$ cat config.mk
export PLATFORM = sky130hd
export DESIGN_NAME = crb_ctrl_unit
export DESIGN_NICKNAME = d
export VERILOG_FILES = /design/src/rtl/crb_pkg.sv /design/src/rtl/crb_locality.sv /design/src/rtl/crb_power.sv /design/src/rtl/crb_engine.sv /design/src/rtl/crb_buffer.sv /design/src/rtl/crb_ctrl_unit.sv
export SDC_FILE = /design/constraint.sdc
export NUM_CORES = 1
export LEC_CHECK = 0
export ABC_CLOCK_PERIOD_IN_PS = 39700
export CAP_MARGIN = 15
export CELL_PAD_IN_SITES_DETAIL_PLACEMENT = 1
export CELL_PAD_IN_SITES_GLOBAL_PLACEMENT = 2
export CORE_MARGIN = 3
export CORE_UTILIZATION = 46
export DETAILED_ROUTE_END_ITERATION = 16
export PLACE_DENSITY = 0.85
export SETUP_SLACK_MARGIN = 0.1
export SYNTH_ARGS = -nofsm -noshare
export SYNTH_HDL_FRONTEND = slang
export SYNTH_SLANG_ARGS = --single-unit
$ cat constraint.sdc
create_clock -name clk -period 39.7 [get_ports clk]
set_input_delay 5.955 -clock clk [delete_from_list [all_inputs] [get_ports clk]]
set_output_delay 5.955 -clock clk [all_outputs]
set_load 0.05 [all_outputs]
$ cat src/rtl/crb_pkg.sv
package crb_pkg;
  localparam int ADDR_W = 12;
  localparam int DATA_W = 32;

  // register offsets (fixed map seen by the host driver)
  localparam logic [ADDR_W-1:0] OFF_LOC_STATE = 12'h000;
  localparam logic [ADDR_W-1:0] OFF_LOC_CTRL  = 12'h008;
  localparam logic [ADDR_W-1:0] OFF_REQ       = 12'h040;
  localparam logic [ADDR_W-1:0] OFF_STS       = 12'h044;
  localparam logic [ADDR_W-1:0] OFF_CANCEL    = 12'h048;
  localparam logic [ADDR_W-1:0] OFF_START     = 12'h04C;
  localparam logic [ADDR_W-1:0] OFF_CMD_SIZE  = 12'h058;
  localparam logic [ADDR_W-1:0] OFF_CMD_LO    = 12'h05C;
  localparam logic [ADDR_W-1:0] OFF_CMD_HI    = 12'h060;
  localparam logic [ADDR_W-1:0] OFF_RSP_SIZE  = 12'h064;
  localparam logic [ADDR_W-1:0] OFF_RSP_LO    = 12'h068;
  localparam logic [ADDR_W-1:0] OFF_RSP_HI    = 12'h06C;
  localparam logic [ADDR_W-1:0] OFF_BUF       = 12'h080;

  // number of buffer words the stub response touches
  localparam int RSP_WORDS = 3;

  // Response header, byte n in lane n%4 of word n/4:
  //   bytes 0,1 = tag 0x80 0x01; bytes 2..5 = length 10 (big-endian);
  //   bytes 6..9 = result code (big-endian); bytes 10,11 = 0.
  function automatic logic [DATA_W-1:0] rsp_word(input int unsigned idx,
                                                 input logic [31:0] rc);
    case (idx)
      0:       return {8'h00, 8'h00, 8'h01, 8'h80};
      1:       return {rc[23:16], rc[31:24], 8'h0A, 8'h00};
      default: return {8'h00, 8'h00, rc[7:0], rc[15:8]};
    endcase
  endfunction
endpackage

$ cat src/rtl/crb_locality.sv
module crb_locality (
  input  logic clk,
  input  logic rst_n,
  input  logic ctrl_we,
  input  logic claim,
  input  logic give_back,
  output logic assigned
);
  logic own_q, own_n, own_en;

  always_comb begin
    own_en = ctrl_we & (claim | give_back);
    own_n  = give_back ? 1'b0 : 1'b1;   // release wins over request
  end

  always_ff @(posedge clk or negedge rst_n) begin
    if (!rst_n)      own_q <= 1'b0;
    else if (own_en) own_q <= own_n;
  end

  assign assigned = own_q;
endmodule

$ cat src/rtl/crb_power.sv
module crb_power #(
  parameter int PWR_CYCLES = 4
) (
  input  logic clk,
  input  logic rst_n,
  input  logic req_we,
  input  logic want_ready,
  input  logic want_idle,
  input  logic start_reject,
  output logic idle,
  output logic err,
  output logic pend_ready,
  output logic pend_idle,
  output logic idle_done
);
  localparam int CW = $clog2(PWR_CYCLES + 1);

  logic          idle_q, idle_n, err_q, err_n;
  logic          pr_q, pr_n, pi_q, pi_n;
  logic [CW-1:0] cnt_q, cnt_n;
  logic          done, en;

  always_comb begin
    idle_n    = idle_q;
    err_n     = err_q;
    pr_n      = pr_q;
    pi_n      = pi_q;
    cnt_n     = cnt_q;
    done      = (pr_q | pi_q) && (cnt_q == CW'(1));
    idle_done = done & pi_q;
    if (done) begin
      if (pi_q) begin           // go-idle has priority over go-ready
        idle_n = 1'b1;
        err_n  = 1'b0;
      end else begin
        idle_n = 1'b0;
      end
      pr_n = 1'b0;
      pi_n = 1'b0;
    end else if (pr_q | pi_q) begin
      cnt_n = cnt_q - CW'(1);
    end
    if (req_we && (want_ready || want_idle)) begin
      pr_n  = pr_n | want_ready;
      pi_n  = pi_n | want_idle;
      cnt_n = CW'(PWR_CYCLES);
    end
    if (start_reject) err_n = 1'b1;
    en = req_we | pr_q | pi_q | start_reject;
  end

  always_ff @(posedge clk or negedge rst_n) begin
    if (!rst_n) begin
      idle_q <= 1'b1;
      err_q  <= 1'b0;
      pr_q   <= 1'b0;
      pi_q   <= 1'b0;
      cnt_q  <= '0;
    end else if (en) begin
      idle_q <= idle_n;
      err_q  <= err_n;
      pr_q   <= pr_n;
      pi_q   <= pi_n;
      cnt_q  <= cnt_n;
    end
  end

  assign idle       = idle_q;
  assign err        = err_q;
  assign pend_ready = pr_q;
  assign pend_idle  = pi_q;
endmodule

$ cat src/rtl/crb_engine.sv
module crb_engine #(
  parameter int          EXEC_CYCLES = 8,
  parameter logic [31:0] CANCEL_CODE = 32'h0000_0A5C
) (
  input  logic        clk,
  input  logic        rst_n,
  input  logic        start_we,
  input  logic        start_bit,
  input  logic        can_run,
  input  logic        cancel_we,
  input  logic        cancel_bit,
  output logic        busy,
  output logic        cancel_set,
  output logic        start_reject,
  output logic        rsp_we,
  output logic [31:0] rsp_rc
);
  localparam int CW = $clog2(EXEC_CYCLES + 1);

  logic          busy_q, busy_n, can_q, can_n;
  logic [CW-1:0] cnt_q, cnt_n;
  logic          start_req, accept, finish, cancel_eff, en;

  always_comb begin
    cancel_eff   = cancel_we ? cancel_bit : can_q;
    start_req    = start_we & start_bit;
    accept       = start_req & ~busy_q & can_run;
    start_reject = start_req & ~busy_q & ~can_run;
    finish       = busy_q & ((cnt_q == CW'(1)) | cancel_eff);
    busy_n       = accept | (busy_q & ~finish);
    can_n        = cancel_eff;
    if (accept)      cnt_n = CW'(EXEC_CYCLES);
    else if (busy_q) cnt_n = cnt_q - CW'(1);
    else             cnt_n = cnt_q;
    en     = start_we | cancel_we | busy_q;
    rsp_we = finish;
    rsp_rc = cancel_eff ? CANCEL_CODE : 32'h0;
  end

  always_ff @(posedge clk or negedge rst_n) begin
    if (!rst_n) begin
      busy_q <= 1'b0;
      can_q  <= 1'b0;
      cnt_q  <= '0;
    end else if (en) begin
      busy_q <= busy_n;
      can_q  <= can_n;
      cnt_q  <= cnt_n;
    end
  end

  assign busy       = busy_q;
  assign cancel_set = can_q;
endmodule

$ cat src/rtl/crb_buffer.sv
module crb_buffer import crb_pkg::*; #(
  parameter int WORDS = 32,
  localparam int IW   = (WORDS > 1) ? $clog2(WORDS) : 1
) (
  input  logic              clk,
  input  logic              rst_n,
  input  logic              bus_we,
  input  logic [IW-1:0]     bus_idx,
  input  logic [DATA_W-1:0] bus_wdata,
  input  logic              rsp_we,
  input  logic [31:0]       rsp_rc,
  input  logic [IW-1:0]     rd_idx,
  output logic [DATA_W-1:0] rd_word
);
  logic [DATA_W-1:0] words [WORDS];

  for (genvar g = 0; g < WORDS; g++) begin : g_word
    logic [DATA_W-1:0] word_q, word_n;
    logic              word_en;
    if (g < RSP_WORDS) begin : g_rsp
      // engine response has priority over a bus write on the same edge
      always_comb begin
        word_en = rsp_we | (bus_we && (bus_idx == IW'(g)));
        word_n  = rsp_we ? rsp_word(g, rsp_rc) : bus_wdata;
      end
    end else begin : g_plain
      always_comb begin
        word_en = bus_we && (bus_idx == IW'(g));
        word_n  = bus_wdata;
      end
    end
    always_ff @(posedge clk or negedge rst_n) begin
      if (!rst_n)       word_q <= '0;
      else if (word_en) word_q <= word_n;
    end
    assign words[g] = word_q;
  end

  assign rd_word = words[rd_idx];
endmodule

$ cat src/rtl/crb_ctrl_unit.sv
module crb_ctrl_unit import crb_pkg::*; #(
  parameter int          BUF_WORDS   = 32,
  parameter int          EXEC_CYCLES = 8,
  parameter int          PWR_CYCLES  = 4,
  parameter logic [63:0] BASE_ADDR   = 64'h0000_0001_FED4_0000,
  parameter logic [31:0] CANCEL_CODE = 32'h0000_0A5C
) (
  input  logic              clk,
  input  logic              rst_n,
  input  logic              bus_sel,
  input  logic              bus_wr,
  input  logic [ADDR_W-1:0] bus_addr,
  input  logic [DATA_W-1:0] bus_wdata,
  output logic [DATA_W-1:0] bus_rdata
);
  localparam int              BUF_BYTES = BUF_WORDS * 4;
  localparam int              IDX_W     = (BUF_WORDS > 1) ? $clog2(BUF_WORDS) : 1;
  localparam logic [ADDR_W:0] BUF_END   = (ADDR_W+1)'(OFF_BUF) + (ADDR_W+1)'(BUF_BYTES);
  localparam logic [63:0]     BUF_PHYS  = BASE_ADDR + 64'(OFF_BUF);

  // reset: asynchronous assert, synchronous release
  logic rst_s1_q, rst_sync_n;
  always_ff @(posedge clk or negedge rst_n) begin
    if (!rst_n) begin
      rst_s1_q   <= 1'b0;
      rst_sync_n <= 1'b0;
    end else begin
      rst_s1_q   <= 1'b1;
      rst_sync_n <= rst_s1_q;
    end
  end

  logic             wr_req, rd_req, in_buf;
  logic [IDX_W-1:0] buf_idx;
  logic             loc_ctrl_we, req_we, start_we, cancel_we, buf_we;

  always_comb begin
    wr_req      = bus_sel & bus_wr;
    rd_req      = bus_sel & ~bus_wr;
    in_buf      = ({1'b0, bus_addr} >= {1'b0, OFF_BUF}) && ({1'b0, bus_addr} < BUF_END);
    buf_idx     = IDX_W'((bus_addr - OFF_BUF) >> 2);
    loc_ctrl_we = wr_req && (bus_addr == OFF_LOC_CTRL);
    req_we      = wr_req && (bus_addr == OFF_REQ);
    start_we    = wr_req && (bus_addr == OFF_START);
    cancel_we   = wr_req && (bus_addr == OFF_CANCEL);
    buf_we      = wr_req && in_buf;
  end

  logic loc_assigned;
  logic st_idle, st_err, pend_ready, pend_idle, idle_done;
  logic eng_busy, cancel_set, start_reject, rsp_we;
  logic [31:0]       rsp_rc;
  logic [DATA_W-1:0] buf_word;

  crb_locality u_loc (
    .clk       (clk),
    .rst_n     (rst_sync_n),
    .ctrl_we   (loc_ctrl_we),
    .claim     (bus_wdata[0]),
    .give_back (bus_wdata[1]),
    .assigned  (loc_assigned)
  );

  crb_power #(.PWR_CYCLES(PWR_CYCLES)) u_pwr (
    .clk          (clk),
    .rst_n        (rst_sync_n),
    .req_we       (req_we),
    .want_ready   (bus_wdata[0]),
    .want_idle    (bus_wdata[1]),
    .start_reject (start_reject),
    .idle         (st_idle),
    .err          (st_err),
    .pend_ready   (pend_ready),
    .pend_idle    (pend_idle),
    .idle_done    (idle_done)
  );

  crb_engine #(.EXEC_CYCLES(EXEC_CYCLES), .CANCEL_CODE(CANCEL_CODE)) u_eng (
    .clk          (clk),
    .rst_n        (rst_sync_n),
    .start_we     (start_we),
    .start_bit    (bus_wdata[0]),
    .can_run      (loc_assigned & ~st_idle),
    .cancel_we    (cancel_we),
    .cancel_bit   (bus_wdata[0]),
    .busy         (eng_busy),
    .cancel_set   (cancel_set),
    .start_reject (start_reject),
    .rsp_we       (rsp_we),
    .rsp_rc       (rsp_rc)
  );

  crb_buffer #(.WORDS(BUF_WORDS)) u_buf (
    .clk       (clk),
    .rst_n     (rst_sync_n),
    .bus_we    (buf_we),
    .bus_idx   (buf_idx),
    .bus_wdata (bus_wdata),
    .rsp_we    (rsp_we),
    .rsp_rc    (rsp_rc),
    .rd_idx    (buf_idx),
    .rd_word   (buf_word)
  );

  logic [DATA_W-1:0] rd_next, rdata_q;

  always_comb begin
    rd_next = '0;
    if (in_buf) begin
      rd_next = buf_word;
    end else begin
      case (bus_addr)
        OFF_LOC_STATE: rd_next = {24'h0, 1'b1, 5'b0, loc_assigned, 1'b1};
        OFF_REQ:       rd_next = {30'h0, pend_idle, pend_ready};
        OFF_STS:       rd_next = {30'h0, st_idle, st_err};
        OFF_CANCEL:    rd_next = {31'h0, cancel_set};
        OFF_START:     rd_next = {31'h0, eng_busy};
        OFF_CMD_SIZE,
        OFF_RSP_SIZE:  rd_next = DATA_W'(BUF_BYTES);
        OFF_CMD_LO,
        OFF_RSP_LO:    rd_next = BUF_PHYS[31:0];
        OFF_CMD_HI,
        OFF_RSP_HI:    rd_next = BUF_PHYS[63:32];
        default:       rd_next = '0;
      endcase
    end
  end

  always_ff @(posedge clk or negedge rst_sync_n) begin
    if (!rst_sync_n)  rdata_q <= '0;
    else if (rd_req)  rdata_q <= rd_next;
  end

  assign bus_rdata = rdata_q;
endmodule

==> Yosys cells after proc, flatten, opt, wreduce, memory -nomap -nowiden <==
Index checks and enable logic that the tools add are counted.
{ "totals": {"regBits": 1072, "latch_bits": 0, "mem_bits_rw": 0, "rom_bits": 0, "inputBits": 48, "output_inout_bits": 32, "elab_cells": 203, "n_memories": 0} }
{ "classes": {"addsub": 3, "multipliers": 0, "div_mod_pow": 0, "order_cmp": 3, "n_eq_ne": 45, "n_shift": 0, "muxes": 24, "n_bitwise": 30, "n_reduce_logical": 54} }
{ "op_table": {"columns": ["operator", "count"], "rows": [
  ["case mux 32 bit (8 select lines)", 1],
  ["two-way mux 32 bit", 6],
  ["binary-select mux 32 bit (select 5 bit)", 1],
  ["== test 12 x 7 -> 1 bit, second input constant", 10],
  ["== test 5 bit, second input constant", 16],
  ["== test 5 x 4 -> 1 bit, second input constant", 8],
  ["logical AND 1 bit", 40],
  ["== test 5 x 3 -> 1 bit, second input constant", 4],
  ["bitwise OR 1 bit", 14],
  ["== test 12 x 4 -> 1 bit, second input constant", 1],
  [">= comparator 12 x 8 -> 1 bit, second input constant", 1],
  ["logical NOT 12 bit", 1],
  ["< comparator 12 x 9 -> 1 bit, second input constant", 1],
  ["two-way mux 12 bit", 1],
  ["bitwise AND 1 bit", 10],
  ["== test 5 x 2 -> 1 bit, second input constant", 2],
  ["two-way mux 1 bit", 10],
  ["two-way mux 3 bit", 3],
  ["two-way mux 4 bit", 2],
  ["nonzero test 2 bit", 4],
  ["subtractor 7 x 1 -> 7 bit, second input constant", 1],
  [">= comparator 6 bit, second input constant", 1],
  ["inverter 5 -> 6 bit", 1],
  ["AND reduction 3 bit", 2],
  ["11 further kinds", 18]
]} }

==> Longest topological paths before layout <==
{ "depth": {"ltp_word": 8, "ltp_mapped": 10, "depth_no_buf": 7} }

==> Cells and area by module <==
From an unflattened synthesis, not the netlist that was laid out.
{ "hier_totals": {"hier_cells": 3959, "hier_area_um2": 50153.1} }
{ "modules_own_cells": {"columns": ["mod", "instances", "cells_per_inst", "area_each_um2", "seq_area_each_um2"], "rows": [
  ["crb_buffer", 1, 3675, 47588.1, 25624.6],
  ["crb_ctrl_unit", 1, 184, 1604.0, 850.8],
  ["crb_engine", 1, 65, 585.6, 150.1],
  ["crb_power", 1, 32, 340.3, 176.4],
  ["crb_locality", 1, 3, 35.0, 25.0]
]} }

==> Worst setup path before layout <==
Ideal clock, no wire load.
{ "synth_timing": {"kind": "in2reg", "start": "input bus_addr[2]", "end": "register rdata_q[5], in the netlist bus_rdata[5]", "setup_ns": 0.120, "arrival_ns": 7.887, "required_ns": 39.580, "slack_ns": 31.692, "path_stages": 9, "n_path_buf": 4, "cell_sequence": "buf_2 > buf_4 > buf_2 > buf_2 > mux4_2 > a22oi_1 > a21oi_1 > o21ai_0 > nand2_1"} }
{ "synth_via": {"elab_chain_len": 6, "word_cells_on_any_way": 9, "classes_between": "1 x add/sub; 2 x order compare; 4 x mux; 1 x bitwise; 1 x reduce/logical"} }
{ "synth_lines": {"columns": ["element", "line_no", "rtl"], "rows": [
  ["start: declaration", "crb_ctrl_unit.sv:12", "input logic [ADDR_W-1:0] bus_addr,"],
  ["subtractor 7 x 1 -> 7 bit", "crb_ctrl_unit.sv:41", "buf_idx = IDX_W'((bus_addr - OFF_BUF) >> 2);"],
  ["inverter 5 -> 6 bit (not written as such)", "crb_buffer.sv:39", "assign rd_word = words[rd_idx];"],
  ["binary-select mux 32 bit (select 5 bit)", "crb_buffer.sv:39", null],
  ["two-way mux 32 bit (not written as such) (2 in series)", "crb_buffer.sv:39", null],
  ["two-way mux 32 bit (*)", "crb_ctrl_unit.sv:109", "if (in_buf) begin"],
  ["end signal: assignment", "crb_ctrl_unit.sv:131", "else if (rd_req) rdata_q <= rd_next;"],
  ["end: declaration", "crb_ctrl_unit.sv:105", "logic [DATA_W-1:0] rd_next, rdata_q;"]
]} }
Mark *: on every way between the ends. The rest lies on a longest branch, timed or not. The select of a mux whose other input is x is not followed.
A chain may end at the register's enable or synchronous reset.

==> Worst setup path after layout <==
{ "layout_timing": {"start": "input bus_addr[3]", "end": "register rdata_q[24], in the netlist bus_rdata[24]"} }
Same word-level chain as after synthesis.

==> flow_metrics.py <==
metrics = {
    "setup_path": {
        "critPathSlowestCell": "buf_4",
        "worstReg2RegStart": "rst_sync_n",
        "cpPeakStageDelay_ns": 0.90,
        "r2r_end": "u_buf.g_word[16].word_q[5]",
        "critPathKind": "input pin to register",
        "worstRegToRegCells": 5,
        "required_ns": 40.28,
        "crit_top_cell": "buf_4",
        "path_cells": "buf_8 > buf_12 > buf_4 > buf_4 > mux4_2 > nor3_1 > or3_1 > o21ai_0 > a22o_1",
        "crit_path_max_fanout": 114,
        "cp-start-kind": "input pin",
        "cp_data_arrival_time_ns": 10.59,
        "rrSetupSlack_ns": 35.80,
        "cp-end-kind": "register",
    },
    "floorplan": {
        "start_util_pct": 46.7,
        "row_count": 118,
        "die_h_um": 331,
        "pin_count": 80,
        "core_area_um2": 104000,
        "die_w_um": 331,
        "die_area_um2": 110000,
    },
    "yosys": {
        "synth_compound_area_share_pct": 4.75,
        "synthCells": 3358,
        "ys.flop_type": "dfrtp_1",
        "yosysSeqAreaShare_pct": 55.1,
        "synthAdderAreaFrac_pct": 0.103,
        "synth_mux_area_share_pct": 33.6,
        "syn_nets": 3410,
        "ys_ff_latch": 1072,
        "synth_area_leaders": "dfrtp_1 (55%), mux2_2 (22%), mux4_2 (10%), mux2i_1 (1.9%), nand2_1 (1.8%)",
        "avgSynthCellArea_um2": 14.5,
        "synth_top_family_by_area": "multiplexers",
        "synthArstFlopShare_pct": 100,
        "syn_area_um2": 48600,
        "ys_types": 60,
        "synth_top_area_share_pct": 55.1,
        "synth_xor_area_share_pct": 0.0720,
        "yosys.area.top_type": "dfrtp_1",
        "synth-edff-count": 0,
        "synthSimpleGateAreaFrac_pct": 3.33,
        "ys.warnings.count": 0,
    },
    "drt": {
        "drtAntennaViolNets": 0,
        "vias": 30261,
        "drc": 0,
        "routedWlPerCell_um": 31.9,
        "drt_iter0_drc": 2539,
        "first_pass_iters": 5,
        "drt-vias-per-instance": 6.32,
        "routed_wl_mm": 153,
    },
    "sta": {
        "skew_ns": 0.0274,
        "final-hold-violation-count": 0,
        "drv_slew": 0,
        "setup_slack_ns": 29.70,
        "whs_ns": 0.358,
        "rsz0062_at_grt": "no",
        "relSlewSlack_pct": 17.7,
        "finalCritPeriodShare_pct": 25.2,
        "setup_tns_ns": 0,
        "finalSetupViolCount": 0,
        "clock.fmax_mhz": 100,
        "worst-slew-pin-transition_ns": 1.23,
        "fin_crit_ns": 10.00,
    },
    "job": {
        "maxCapViolCount": 0,
    },
    "cts": {
        "tritoncts": "yes",
        "clk_pin_slew_worst_paths_ns": 0.06,
        "clk_latency_ns": 0.72,
        "postCtsSetupRepairBufs": 0,
        "clkSinkCount": 1072,
        "htree_num_levels": 3,
        "ctsHoldBuffers": 0,
        "ctsResizeCount": 0,
        "cts_buffer_depth": 3,
        "root_buffer": "clkbuf_16",
        "cts_buffers": 114,
    },
    "cells_and_area": {
        "multiInputGateArea_um2": 20600,
        "diodes": 0,
        "finalNetCount": 3365,
        "layout_common_cells": "dfrtp_1 (1070), mux2_2 (932), nand2_1 (233)",
        "final_layout_size_suffix_gt1_share_pct": 44.5,
        "fillerInstances": 9894,
        "final_common_cell": "dfrtp_1",
        "seq_area_um2": 26800,
        "area_delta_synth_final_pct": 13.1,
    },
    "global_route": {
        "grt_use_total_pct": 27.7,
        "grt_max_degree": 172,
        "grt_use_met3_pct": 4.40,
        "grt_pass1_wl_mm": 228,
        "grt_pass1_vias": 33703,
        "met1_usage_pct": 36.5,
        "top_usage_layer": "met2",
        "antenna_found_initial": 1,
        "grt_overflow": 0,
        "met2_usage_pct": 46.0,
    },
    "place": {
        "dp_slack_ns": 29.12,
        "hpwlAfterDp_mm": 88.8,
        "gp_congestion": 0.808,
        "port_buffers": 79,
    },
    "power": {
        "p_leak_nw": 25.8,
        "pwr_density_cell_nw_per_um2": 43.0,
        "design_power_total_mw": 2.37,
        "vdd_ir_drop_max_uv": 34.9,
    },
    "min_path": {
        "hp-class": "register to register",
        "min-delay-start": "rst_s1_q",
        "min_to": "rst_sync_n",
        "hold_path_depth": 0,
    },
    "outcome": {
        "outcome": "completed",
    },
}
==> report_power, final <==
part	leakage, nW	total (mW)	internal [mW]	switching, mW
combinational	8.86	0.118	0.0357	0.0822
clock	1.99	1.14	0.690	0.451
sequential	14.9	1.11	1.10	0.00703
==> state kept, by name, summed over array words and instances (netlist names), 3 cells and up <==
register             flops
u_buf.g_word.word_q   1024
bus_rdata               32
u_eng.cnt_q              4
u_pwr.cnt_q              3
==> final cells by class <==
cell class | count | share of cell area (%)
flip-flops and latches | 1072 | 48.8
repair buffers | 163 | 3.15
inverters | 9 | 0.0614
clock buffers | 169 | 6.21
well taps | 1380 | 3.14
clock inverters | 43 | 1.14
multi-input cells | 1953 | 37.5
==> Yosys cell counts (all sizes together), types with 3 or more instances <==
cell type	n
mux2i	93
clkbuf	166
nor3	11
buf	158
nor3b	3
nand4	6
o31ai	6
a22o	24
a221oi	7
or2	3
mux2	932
or3	9
ha	4
o221ai	20
o21ai	29
inv	8
nand3	9
o311ai	10
a211oi	23
nor4	8
a21oi	119
nor2b	11
dfrtp	1071
a22oi	44
o22ai	23
a2111oi	4
mux4	218
nand2	233
nor2	58
a221o	6
nand2b	11
==> cell families after synthesis <==
group / after synthesis
mux: 1243
flops: 1072
simple gates: 374
buf+inv: 333
compound gates: 327
fa+ha+maj: 4
xor+xnor: 4
other cells: 1
==> through the flow <==
stage	cell area (um^2)	utilization (%)	instances
floorplan	48600	-	3358
global placement	50500	48.5	4559
detailed placement	50600	48.6	4564
CTS	54700	52.5	4776
global route	55000	52.8	4789
finish	55000	52.8	4789
==> worst max-delay path: cells and delay by family <==
kind / cells / cell delay, ns
compound gates: 2 / 0.28
mux: 1 / 0.60
buf+inv: 4 / 3.00
simple gates: 2 / 0.34
==> per-layer routing <==
layer / up-vias / routed length [um]
met5: - / 18
met4: 2 / 6590
li1: 12244 / -
met1: 16701 / 62900
met3: 322 / 8130
met2: 992 / 75300
==> how the worst max path moves through the flow <==
stage / start / to / slack, ns
detailed placement: bus_addr[3] / bus_rdata[24] / 29.12
global placement: bus_addr[3] / bus_rdata[31] / 29.20
finish: bus_addr[3] / bus_rdata[24] / 29.70
global route: bus_addr[3] / bus_rdata[24] / 29.57
floorplan: rst_sync_n / bus_rdata[0] / 7.61
CTS: bus_addr[3] / bus_rdata[24] / 29.87
Power figures use the tool's default switching activity.
